File: config.mk
export PLATFORM = sky130hd
export DESIGN_NAME = uart4x_rx
export DESIGN_NICKNAME = d
export VERILOG_FILES = /design/src/rtl/uart4x_pkg.sv /design/src/rtl/uart4x_sync.sv /design/src/rtl/uart4x_frame.sv /design/src/rtl/uart4x_fifo.sv /design/src/rtl/uart4x_rx.sv
export SDC_FILE = /design/constraint.sdc
export NUM_CORES = 1
export LEC_CHECK = 0
export CORE_MARGIN = 1
export CORE_UTILIZATION = 30
export DETAILED_ROUTE_END_ITERATION = 10
export PLACE_DENSITY = 0.48
export SETUP_SLACK_MARGIN = 0.05
export SLEW_MARGIN = 20
export SYNTH_ARGS = -nofsm -noshare
export SYNTH_HDL_FRONTEND = slang
export SYNTH_SLANG_ARGS = --single-unit
File: constraint.sdc
create_clock -name clk -period 4.9 [get_ports clk]
set_clock_uncertainty 0.15 [all_clocks]
set_input_delay 0.49 -clock clk [delete_from_list [all_inputs] [get_ports clk]]
set_output_delay 0.49 -clock clk [all_outputs]
set_load 0.05 [all_outputs]
File: src/rtl/uart4x_pkg.sv
package uart4x_pkg;

  typedef enum logic [1:0] {
    RX_IDLE  = 2'd0,
    RX_START = 2'd1,
    RX_DATA  = 2'd2,
    RX_STOP  = 2'd3
  } rx_state_e;

  // Advance a ring pointer that wraps at depth.
  function automatic int unsigned ring_next(input int unsigned p, input int unsigned depth);
    return (p == depth - 1) ? 0 : p + 1;
  endfunction

  // Buffer occupancy after one cycle of push and pop requests.
  function automatic int unsigned level_next(input int unsigned lvl, input logic do_push,
                                             input logic do_pop);
    case ({do_push, do_pop})
      2'b10:   return lvl + 1;
      2'b01:   return lvl - 1;
      default: return lvl;
    endcase
  endfunction

endpackage

File: src/rtl/uart4x_sync.sv
module uart4x_sync #(
  parameter int  STAGES    = 2,
  parameter logic RESET_VAL = 1'b1
) (
  input  logic clk,
  input  logic rst_n,
  input  logic d_async,
  output logic q_sync
);
  logic [STAGES-1:0] chain;

  always_ff @(posedge clk or negedge rst_n) begin
    if (!rst_n) chain <= {STAGES{RESET_VAL}};
    else        chain <= {chain[STAGES-2:0], d_async};
  end

  assign q_sync = chain[STAGES-1];
endmodule

File: src/rtl/uart4x_frame.sv
module uart4x_frame
  import uart4x_pkg::*;
#(
  parameter int OSR       = 4,
  parameter int DATA_BITS = 8
) (
  input  logic                 clk,
  input  logic                 rst_n,
  input  logic                 line,
  input  logic                 tick,
  output logic                 frame_done,
  output logic                 stop_bad,
  output logic [DATA_BITS-1:0] frame_byte
);
  localparam int CW = (OSR > 2) ? $clog2(OSR) : 1;
  localparam int BW = $clog2(DATA_BITS);
  localparam logic [CW-1:0] MID_CNT  = CW'(OSR / 2 - 1);
  localparam logic [CW-1:0] LAST_CNT = CW'(OSR - 1);
  localparam logic [BW-1:0] LAST_BIT = BW'(DATA_BITS - 1);

  rx_state_e            state;
  logic [CW-1:0]        tcnt;
  logic [BW-1:0]        bitn;
  logic [DATA_BITS-1:0] shreg;
  logic                 at_mid, at_bit;

  assign at_mid = tick && (tcnt == MID_CNT);
  assign at_bit = tick && (tcnt == LAST_CNT);

  always_ff @(posedge clk or negedge rst_n) begin
    if (!rst_n) begin
      state      <= RX_IDLE;
      tcnt       <= '0;
      bitn       <= '0;
      shreg      <= '0;
      frame_done <= 1'b0;
      stop_bad   <= 1'b0;
    end else begin
      frame_done <= 1'b0;
      case (state)
        RX_IDLE: begin
          if (tick && !line) begin
            state <= RX_START;
            tcnt  <= '0;
          end
        end
        RX_START: begin
          if (at_mid) begin
            tcnt  <= '0;
            bitn  <= '0;
            state <= line ? RX_IDLE : RX_DATA;
          end else if (tick) begin
            tcnt <= tcnt + 1'b1;
          end
        end
        RX_DATA: begin
          if (at_bit) begin
            tcnt  <= '0;
            shreg <= {line, shreg[DATA_BITS-1:1]};
            if (bitn == LAST_BIT) state <= RX_STOP;
            else                  bitn  <= bitn + 1'b1;
          end else if (tick) begin
            tcnt <= tcnt + 1'b1;
          end
        end
        RX_STOP: begin
          if (at_bit) begin
            tcnt       <= '0;
            frame_done <= 1'b1;
            stop_bad   <= !line;
            state      <= RX_IDLE;
          end else if (tick) begin
            tcnt <= tcnt + 1'b1;
          end
        end
        default: state <= RX_IDLE;
      endcase
    end
  end

  assign frame_byte = shreg;


  single_done_chk: assert property (@(posedge clk) disable iff (!rst_n)
    frame_done |=> !frame_done);


  reject_start_chk: assert property (@(posedge clk) disable iff (!rst_n)
    (state == RX_START && at_mid && line) |=> (state == RX_IDLE && !frame_done));
endmodule

File: src/rtl/uart4x_fifo.sv
module uart4x_fifo
  import uart4x_pkg::*;
#(
  parameter int WIDTH = 8,
  parameter int DEPTH = 4
) (
  input  logic             clk,
  input  logic             rst_n,
  input  logic             push,
  input  logic [WIDTH-1:0] wdata,
  input  logic             pop,
  output logic [WIDTH-1:0] rdata,
  output logic             empty,
  output logic             full,
  output logic             one_left
);
  localparam int AW = (DEPTH > 1) ? $clog2(DEPTH) : 1;
  localparam int LW = $clog2(DEPTH + 1);

  logic [WIDTH-1:0] mem [DEPTH];
  logic [AW-1:0]    wr_ptr, rd_ptr;
  logic [LW-1:0]    level;
  logic             do_push, do_pop;

  assign do_push = push && !full;
  assign do_pop  = pop && !empty;

  always_ff @(posedge clk) begin
    if (do_push) mem[wr_ptr] <= wdata;
  end

  always_ff @(posedge clk or negedge rst_n) begin
    if (!rst_n) begin
      wr_ptr <= '0;
      rd_ptr <= '0;
      level  <= '0;
    end else begin
      if (do_push) wr_ptr <= AW'(ring_next(int'(wr_ptr), DEPTH));
      if (do_pop)  rd_ptr <= AW'(ring_next(int'(rd_ptr), DEPTH));
      level <= LW'(level_next(int'(level), do_push, do_pop));
    end
  end

  assign rdata    = mem[rd_ptr];
  assign empty    = (level == '0);
  assign full     = (level == LW'(DEPTH));
  assign one_left = (level == LW'(DEPTH - 1));


  no_overflow_chk: assert property (@(posedge clk) disable iff (!rst_n)
    level <= LW'(DEPTH));


  push_pop_level_chk: assert property (@(posedge clk) disable iff (!rst_n)
    (push && pop && !empty && !full) |=> $stable(level));


  empty_pop_ignored_chk: assert property (@(posedge clk) disable iff (!rst_n)
    (pop && empty && !push) |=> (empty && $stable(rd_ptr)));
endmodule

File: src/rtl/uart4x_rx.sv
module uart4x_rx #(
  parameter int OSR       = 4,
  parameter int DATA_BITS = 8,
  parameter int DEPTH     = 4
) (
  input  logic                 clk,
  input  logic                 rst_n,
  input  logic                 rxd,
  input  logic                 os_tick,
  input  logic                 pop,
  input  logic                 clr_frame,
  input  logic                 clr_overrun,
  output logic [DATA_BITS-1:0] rx_data,
  output logic                 rx_empty,
  output logic                 rx_full,
  output logic                 rx_one_left,
  output logic                 err_frame,
  output logic                 err_overrun
);
  logic                 line_s;
  logic                 frame_done, stop_bad;
  logic [DATA_BITS-1:0] frame_byte;
  logic                 push_evt, overrun_evt, frame_evt;

  uart4x_sync #(.STAGES(2), .RESET_VAL(1'b1)) sync_i (
    .clk     (clk),
    .rst_n   (rst_n),
    .d_async (rxd),
    .q_sync  (line_s)
  );

  uart4x_frame #(.OSR(OSR), .DATA_BITS(DATA_BITS)) frame_i (
    .clk        (clk),
    .rst_n      (rst_n),
    .line       (line_s),
    .tick       (os_tick),
    .frame_done (frame_done),
    .stop_bad   (stop_bad),
    .frame_byte (frame_byte)
  );

  assign push_evt    = frame_done && !rx_full;
  assign overrun_evt = frame_done && rx_full;
  assign frame_evt   = frame_done && stop_bad;

  uart4x_fifo #(.WIDTH(DATA_BITS), .DEPTH(DEPTH)) fifo_i (
    .clk      (clk),
    .rst_n    (rst_n),
    .push     (push_evt),
    .wdata    (frame_byte),
    .pop      (pop),
    .rdata    (rx_data),
    .empty    (rx_empty),
    .full     (rx_full),
    .one_left (rx_one_left)
  );

  always_ff @(posedge clk or negedge rst_n) begin
    if (!rst_n) begin
      err_frame   <= 1'b0;
      err_overrun <= 1'b0;
    end else begin
      if (frame_evt)        err_frame <= 1'b1;
      else if (clr_frame)   err_frame <= 1'b0;
      if (overrun_evt)      err_overrun <= 1'b1;
      else if (clr_overrun) err_overrun <= 1'b0;
    end
  end


  overrun_flag_chk: assert property (@(posedge clk) disable iff (!rst_n)
    overrun_evt |=> err_overrun);


  overrun_keeps_full_chk: assert property (@(posedge clk) disable iff (!rst_n)
    (overrun_evt && !pop) |=> rx_full);


  frame_flag_chk: assert property (@(posedge clk) disable iff (!rst_n)
    frame_evt |=> err_frame);


  sticky_frame_chk: assert property (@(posedge clk) disable iff (!rst_n)
    (err_frame && !clr_frame) |=> err_frame);


  sticky_overrun_chk: assert property (@(posedge clk) disable iff (!rst_n)
    (err_overrun && !clr_overrun) |=> err_overrun);
endmodule

==> reports/summary.txt, run 1 <==
area growth from synthesis to layout -> 20.0%
CP required -> 4260 ps
RSZ-0062 raised after global routing -> false
Setup Total Neg Slack -> 0 ps
Max clock buf depth -> 2
gr usage total -> 0.111
Place WS -> 2210 ps
commonest non-fill, non-tap cell in the layout -> edfxtp_1
setup violators final -> 0
HP Class -> reg -> reg
Post-Syn Area -> 0.00255 mm²
Core ar. -> 0.00822 mm²
boundary pin count -> 20
post-synth top area share -> 0.376
first-pass GRT wire length -> 7110 µm
post-layout min period -> 3010 ps
Worst Setup End Kind -> output port
CTS Hold Bufs -> 0
drt drc -> 0
Fmax -> 333 MHz
metal2 WL -> 2040 µm
share of cells above drive strength 1 -> 0.226
GPL Wtd Cong -> 0.750
htree depth -> 3
largest net degree at the start of global routing -> 29
Mapped Nets -> 176
max_cap viols -> 0
Filler Cells Inserted -> 756
Ant. Diodes -> 0
Final ANT Viol Nets -> 0
hpwl dp -> 2780 µm
fin nets -> 203
setup bufs post-CTS -> 0
maximum VDD drop -> 0.177 mV
initial antenna violation count -> 0
worst path arrival time -> 2370 ps
Iter 0 DRT Violations -> 40
vias in the first global route -> 1398
DRT met1 WL -> 1790 µm
Clock Sink Count -> 60
crit path max fanout -> 11
PnR worst setup slack -> 1890 ps
WL per Instance -> 13.9 µm
Max Slew Vio Count -> 0
Fin. Hold Viols -> 0
Die Ht -> 94.3 µm
placed cell count -> 279
Layout Cells excl Fill -> 295
status -> finished clean
r2r setup slk -> 2630 ps
Setup CP Type -> reg -> out
fin util -> 0.373
Yosys reg bits -> 60
worst slew pin tran -> 600 ps
Die ar. -> 0.00888 mm²
TritonCTS Buffers -> 9
top cells by area, synth -> edfxtp_1, dfrtp_1, mux4_2, ha_1, mux2_2
later-pin clock latency in the skew report -> 340 ps
PortBufs -> 19
1st-pass router iterations -> 3
met3 routed WL -> 158 µm
Synth Instances -> 158
via density per instance -> 4.43
Die W -> 94.3 µm
aggregate routed wire length -> 4090 µm
CTS clock-pin slew for the worst setup and hold paths -> 70 ps
PostCTS Resize Cnt -> 0
syn avg cell area -> 16.2 µm²
commonest cells after routing, fill and taps aside -> edfxtp_1, dfrtp_1, clkdlybuf4s50_1, inv_1
CTS tree -> built
part of the cycle the worst path needs -> 0.613
sequential element share of the synthesized area -> 0.652
routed vias -> 1306
pwr/cell area -> 547 mW/mm²
Static Leak -> 0.00120 µW
row count -> 33
Syn. warnings -> 0
CP Launch Type -> flip-flop
Slew HR -> 0.600
Overflow after GRT -> 0
top layer in use -> met4
synth unique cells -> 33
leading area contributor after synthesis -> edfxtp_1
effective utilization at floorplan -> 0.311
clock root buffer -> clkbuf_8
metrics by stage:
stage,cell area [µm²],power (µW),hold slack [ps]
2_1_floorplan,2550,1100,44.4
3_3_place_gp,2860,1220,196
3_5_place_dp,2860,1260,202
4_1_cts,3060,1700,206
5_1_grt,3060,1780,217
6_report,3060,1680,208
cell usage after synthesis:
library cell,count
edfxtp_1,32
nand2_1,5
ha_1,10
mux2_2,9
o22ai_1,1
xor2_1,2
nor3b_1,1
dfrtp_1,26
and2_1,4
nor3b_4,1
nand2b_4,1
mux4_2,8
nor3_1,2
nand3_1,1
o31a_1,1
xnor2_1,2
a21boi_0,1
and4bb_2,1
nand4b_4,1
buf_1,1
dfstp_2,2
o21a_1,1
inv_1,14
nor2b_1,2
mux2_4,2
mux2i_1,5
fa_1,1
buf_2,3
o21ai_0,10
nand4_1,1
nor2b_4,1
and4b_1,1
nor2_1,5
flip-flops by register name (all words and copies together) (netlist names), 2 cells and up, named ones only:
register	flops
fifo_i.rd_ptr	2
fifo_i.wr_ptr	2
fifo_i.level	3
frame_i.bitn	3
frame_i.tcnt	2
sync_i.chain	2
frame_i.frame_byte	8
fifo_i.mem	32
worst max-delay path: stages (launching register included):
cell	delay [ps]
dfrtp_1	730
mux4_2	570
clkdlybuf4s50_1	720
final timing paths:
check	to	cells after the start	startpoint
max in group asynchronous	sync_i.chain[0]	2	rst_n
min in group asynchronous	frame_i.bitn[0]	2	rst_n
min	sync_i.chain[1]	0	sync_i.chain[0]
min reg2reg	sync_i.chain[1]	0	sync_i.chain[0]
max reg2reg	fifo_i.level[2]	9	fifo_i.level[0]
max	rx_data[6]	2	fifo_i.rd_ptr[0]
cell type report:
cell class                 instances  area (µm²)  share of cell area
inverter                          14        52.6              0.0171
sequential                        60        1660               0.543
multi-input combinational         80         818               0.267
timing repair buffer              20         198              0.0645
clock inverter                     7        76.3              0.0249
tap                              105         131              0.0429
clock buffer                       9         124              0.0404
per-layer routing:
metal / vias up / track usage
li1: 627 / -
met1: 645 / 0.133
met2: 22 / 0.173
met3: 12 / 0.0413
met4: 0 / 0.0615
met5: - / 0
where the power goes:
part | leakage [µW] | internal, µW | total (µW) | switching (µW)
logic | 0.000462 | 243 | 524 | 280
registers | 0.000639 | 599 | 708 | 110
clock network | 0.0000958 | 237 | 444 | 207
cell families (layout without fill, tap and decap cells):
| kind of cell | Yosys count | in the layout | synth area share |
|---|---|---|---|
| simple gates | 27 | 27 | 0.0769 |
| compound gates | 14 | 14 | 0.0314 |
| xor+xnor | 4 | 4 | 0.0137 |
| flops | 60 | 60 | 0.652 |
| fa+ha+maj | 11 | 11 | 0.0568 |
| buf+inv | 18 | 50 | 0.0279 |
| mux | 24 | 24 | 0.142 |
Power figures use the tool's default switching activity.
==> inputs of run 2 (changes only) <==
==> constraint.sdc (replaced) <==
create_clock -name clk -period 2.8 [get_ports clk]
set_clock_uncertainty 0.15 [all_clocks]
set_input_delay 0.28 -clock clk [delete_from_list [all_inputs] [get_ports clk]]
set_output_delay 0.28 -clock clk [all_outputs]
set_load 0.05 [all_outputs]
==> reports/summary.txt, run 2 (synthesized netlist as in run 1, its figures left out) <==
status -> finished clean
drt drc -> 0
routed vias -> 1332
Overflow after GRT -> 0
Worst Setup End Kind -> output port
GPL Wtd Cong -> 0.711
largest net degree at the start of global routing -> 29
aggregate routed wire length -> 4110 µm
Max clock buf depth -> 2
hpwl dp -> 2760 µm
worst path arrival time -> 2160 ps
setup bufs post-CTS -> 0
commonest cells after routing, fill and taps aside -> edfxtp_1, dfrtp_1, clkdlybuf4s50_1, inv_1
CTS tree -> built
PortBufs -> 19
worst reg2reg path startpoint -> fifo_i.level[0]
busiest grt layer -> met2
placed cell count -> 279
FF-to-FF path depth -> 9
Worst path max stage delay -> 710 ps
boundary pin count -> 20
later-pin clock latency in the skew report -> 330 ps
Ant. Diodes -> 0
via density per instance -> 4.52
Fin. Hold Viols -> 0
part of the cycle the worst path needs -> 0.926
CTS clock-pin slew for the worst setup and hold paths -> 70 ps
Core ar. -> 0.00822 mm²
vias in the first global route -> 1368
met3 Use GR -> 0.0340
RSZ-0062 raised after global routing -> false
htree depth -> 3
CP Cell Sequence -> mux4_2 -> clkdlybuf4s50_1
1st-pass router iterations -> 4
Die ar. -> 0.00888 mm²
Seq. cell area -> 0.00167 mm²
fin util -> 0.370
first-pass GRT wire length -> 6920 µm
max_cap viols -> 0
Die W -> 94.3 µm
TritonCTS Buffers -> 9
max reg flops -> 32
share of cells above drive strength 1 -> 0.226
pwr/cell area -> 931 mW/mm²
Iter 0 DRT Violations -> 25
effective utilization at floorplan -> 0.311
Layout Cells excl Fill -> 295
r2r setup slk -> 530 ps
CP Launch Type -> flip-flop
post-layout min period -> 2590 ps
Setup Total Neg Slack -> 0 ps
CP max stage cell -> clkdlybuf4s50_1
maximum VDD drop -> 0.280 mV
Multi-input gate area -> 823 µm²
crit path max fanout -> 11
Final ANT Viol Nets -> 0
M1 GR Usage -> 0.134
row count -> 33
commonest non-fill, non-tap cell in the layout -> edfxtp_1
Filler Cells Inserted -> 763
Most flops, register -> fifo_i.mem
PnR worst setup slack -> 206 ps
Setup CP Type -> reg -> out
HP Class -> in -> async
gr usage total -> 0.108
Max Slew Vio Count -> 0
R2R Path End -> fifo_i.level[2]
Slew HR -> 0.667
Clock Sink Count -> 60
clock root buffer -> clkbuf_8
WL per Instance -> 13.9 µm
Place WS -> 319 ps
initial antenna violation count -> 0
fin nets -> 203
CP required -> 2370 ps
setup violators final -> 0
worst slew pin tran -> 498 ps
Static Leak -> 0.00118 µW
area growth from synthesis to layout -> 19.0%
Die Ht -> 94.3 µm
Fmax -> 386 MHz
GR Util met2 -> 0.168
[run 2: cell types whose count changed in the layout (fill, tap and decap cells not counted), sizes merged]
| cell | change |
|---|---|
| clkinv | -1 |
| clkinvlp | +1 |
| bufinv | -1 |
| clkbuf | +1 |
[run 2: timing repair]
action	4_1_cts	5_1_grt
setup endpoints to repair	8	0
hold endpoints to repair	0	0
hold buffers	0	0
gates resized for setup	1	0
[run 2: worst max-delay path by stage]
stage | from | end | slack [ps] | cells after the start
floorplan | fifo_i.level[0] | fifo_i.level[2] | 270 | 9
global placement | fifo_i.rd_ptr[0] | rx_data[2] | 380 | 2
detailed placement | fifo_i.rd_ptr[0] | rx_data[6] | 320 | 2
CTS | fifo_i.rd_ptr[0] | rx_data[6] | 160 | 2
global route | fifo_i.rd_ptr[0] | rx_data[5] | 110 | 2
finish | fifo_i.rd_ptr[0] | rx_data[5] | 210 | 2
[run 2: final cells by class]
type,count,share of cell area
Sequential cell,60,0.548
Inverter,14,0.0173
Clock buffer,10,0.0420
Multi-Input combinational cell,80,0.271
Timing Repair Buffer,20,0.0651
Clock inverter,6,0.0132
Tap cell,105,0.0432
[run 2: worst max-delay path: cells and delay by family (launching register included)]
| kind | cells | cell delay [ps] |
|---|---|---|
| buf+inv | 1 | 710 |
| flops | 1 | 580 |
| mux | 1 | 550 |
[run 2: power breakdown]
| group | switching [µW] | leakage, µW | internal (µW) | total (µW) |
|---|---|---|---|---|
| Clock | 342 | 0.0000763 | 319 | 661 |
| Sequential | 199 | 0.000638 | 1050 | 1250 |
| Combinational | 493 | 0.000463 | 426 | 919 |
[run 2: metal layers]
metal,part of all wire,vias to the layer above
li1,-,630
met1,0.44,674
met2,0.51,22
met3,0.034,6
met4,0.016,0
met5,0,-
[run 2: metrics by stage]
stage,hold WS (ps),power [µW],area (µm²)
4_1_cts,172,2880,3040
6_report,170,2830,3040
3_3_place_gp,197,2140,2870
5_1_grt,200,3020,3040
3_5_place_dp,198,2190,2870
2_1_floorplan,-166,1930,2560
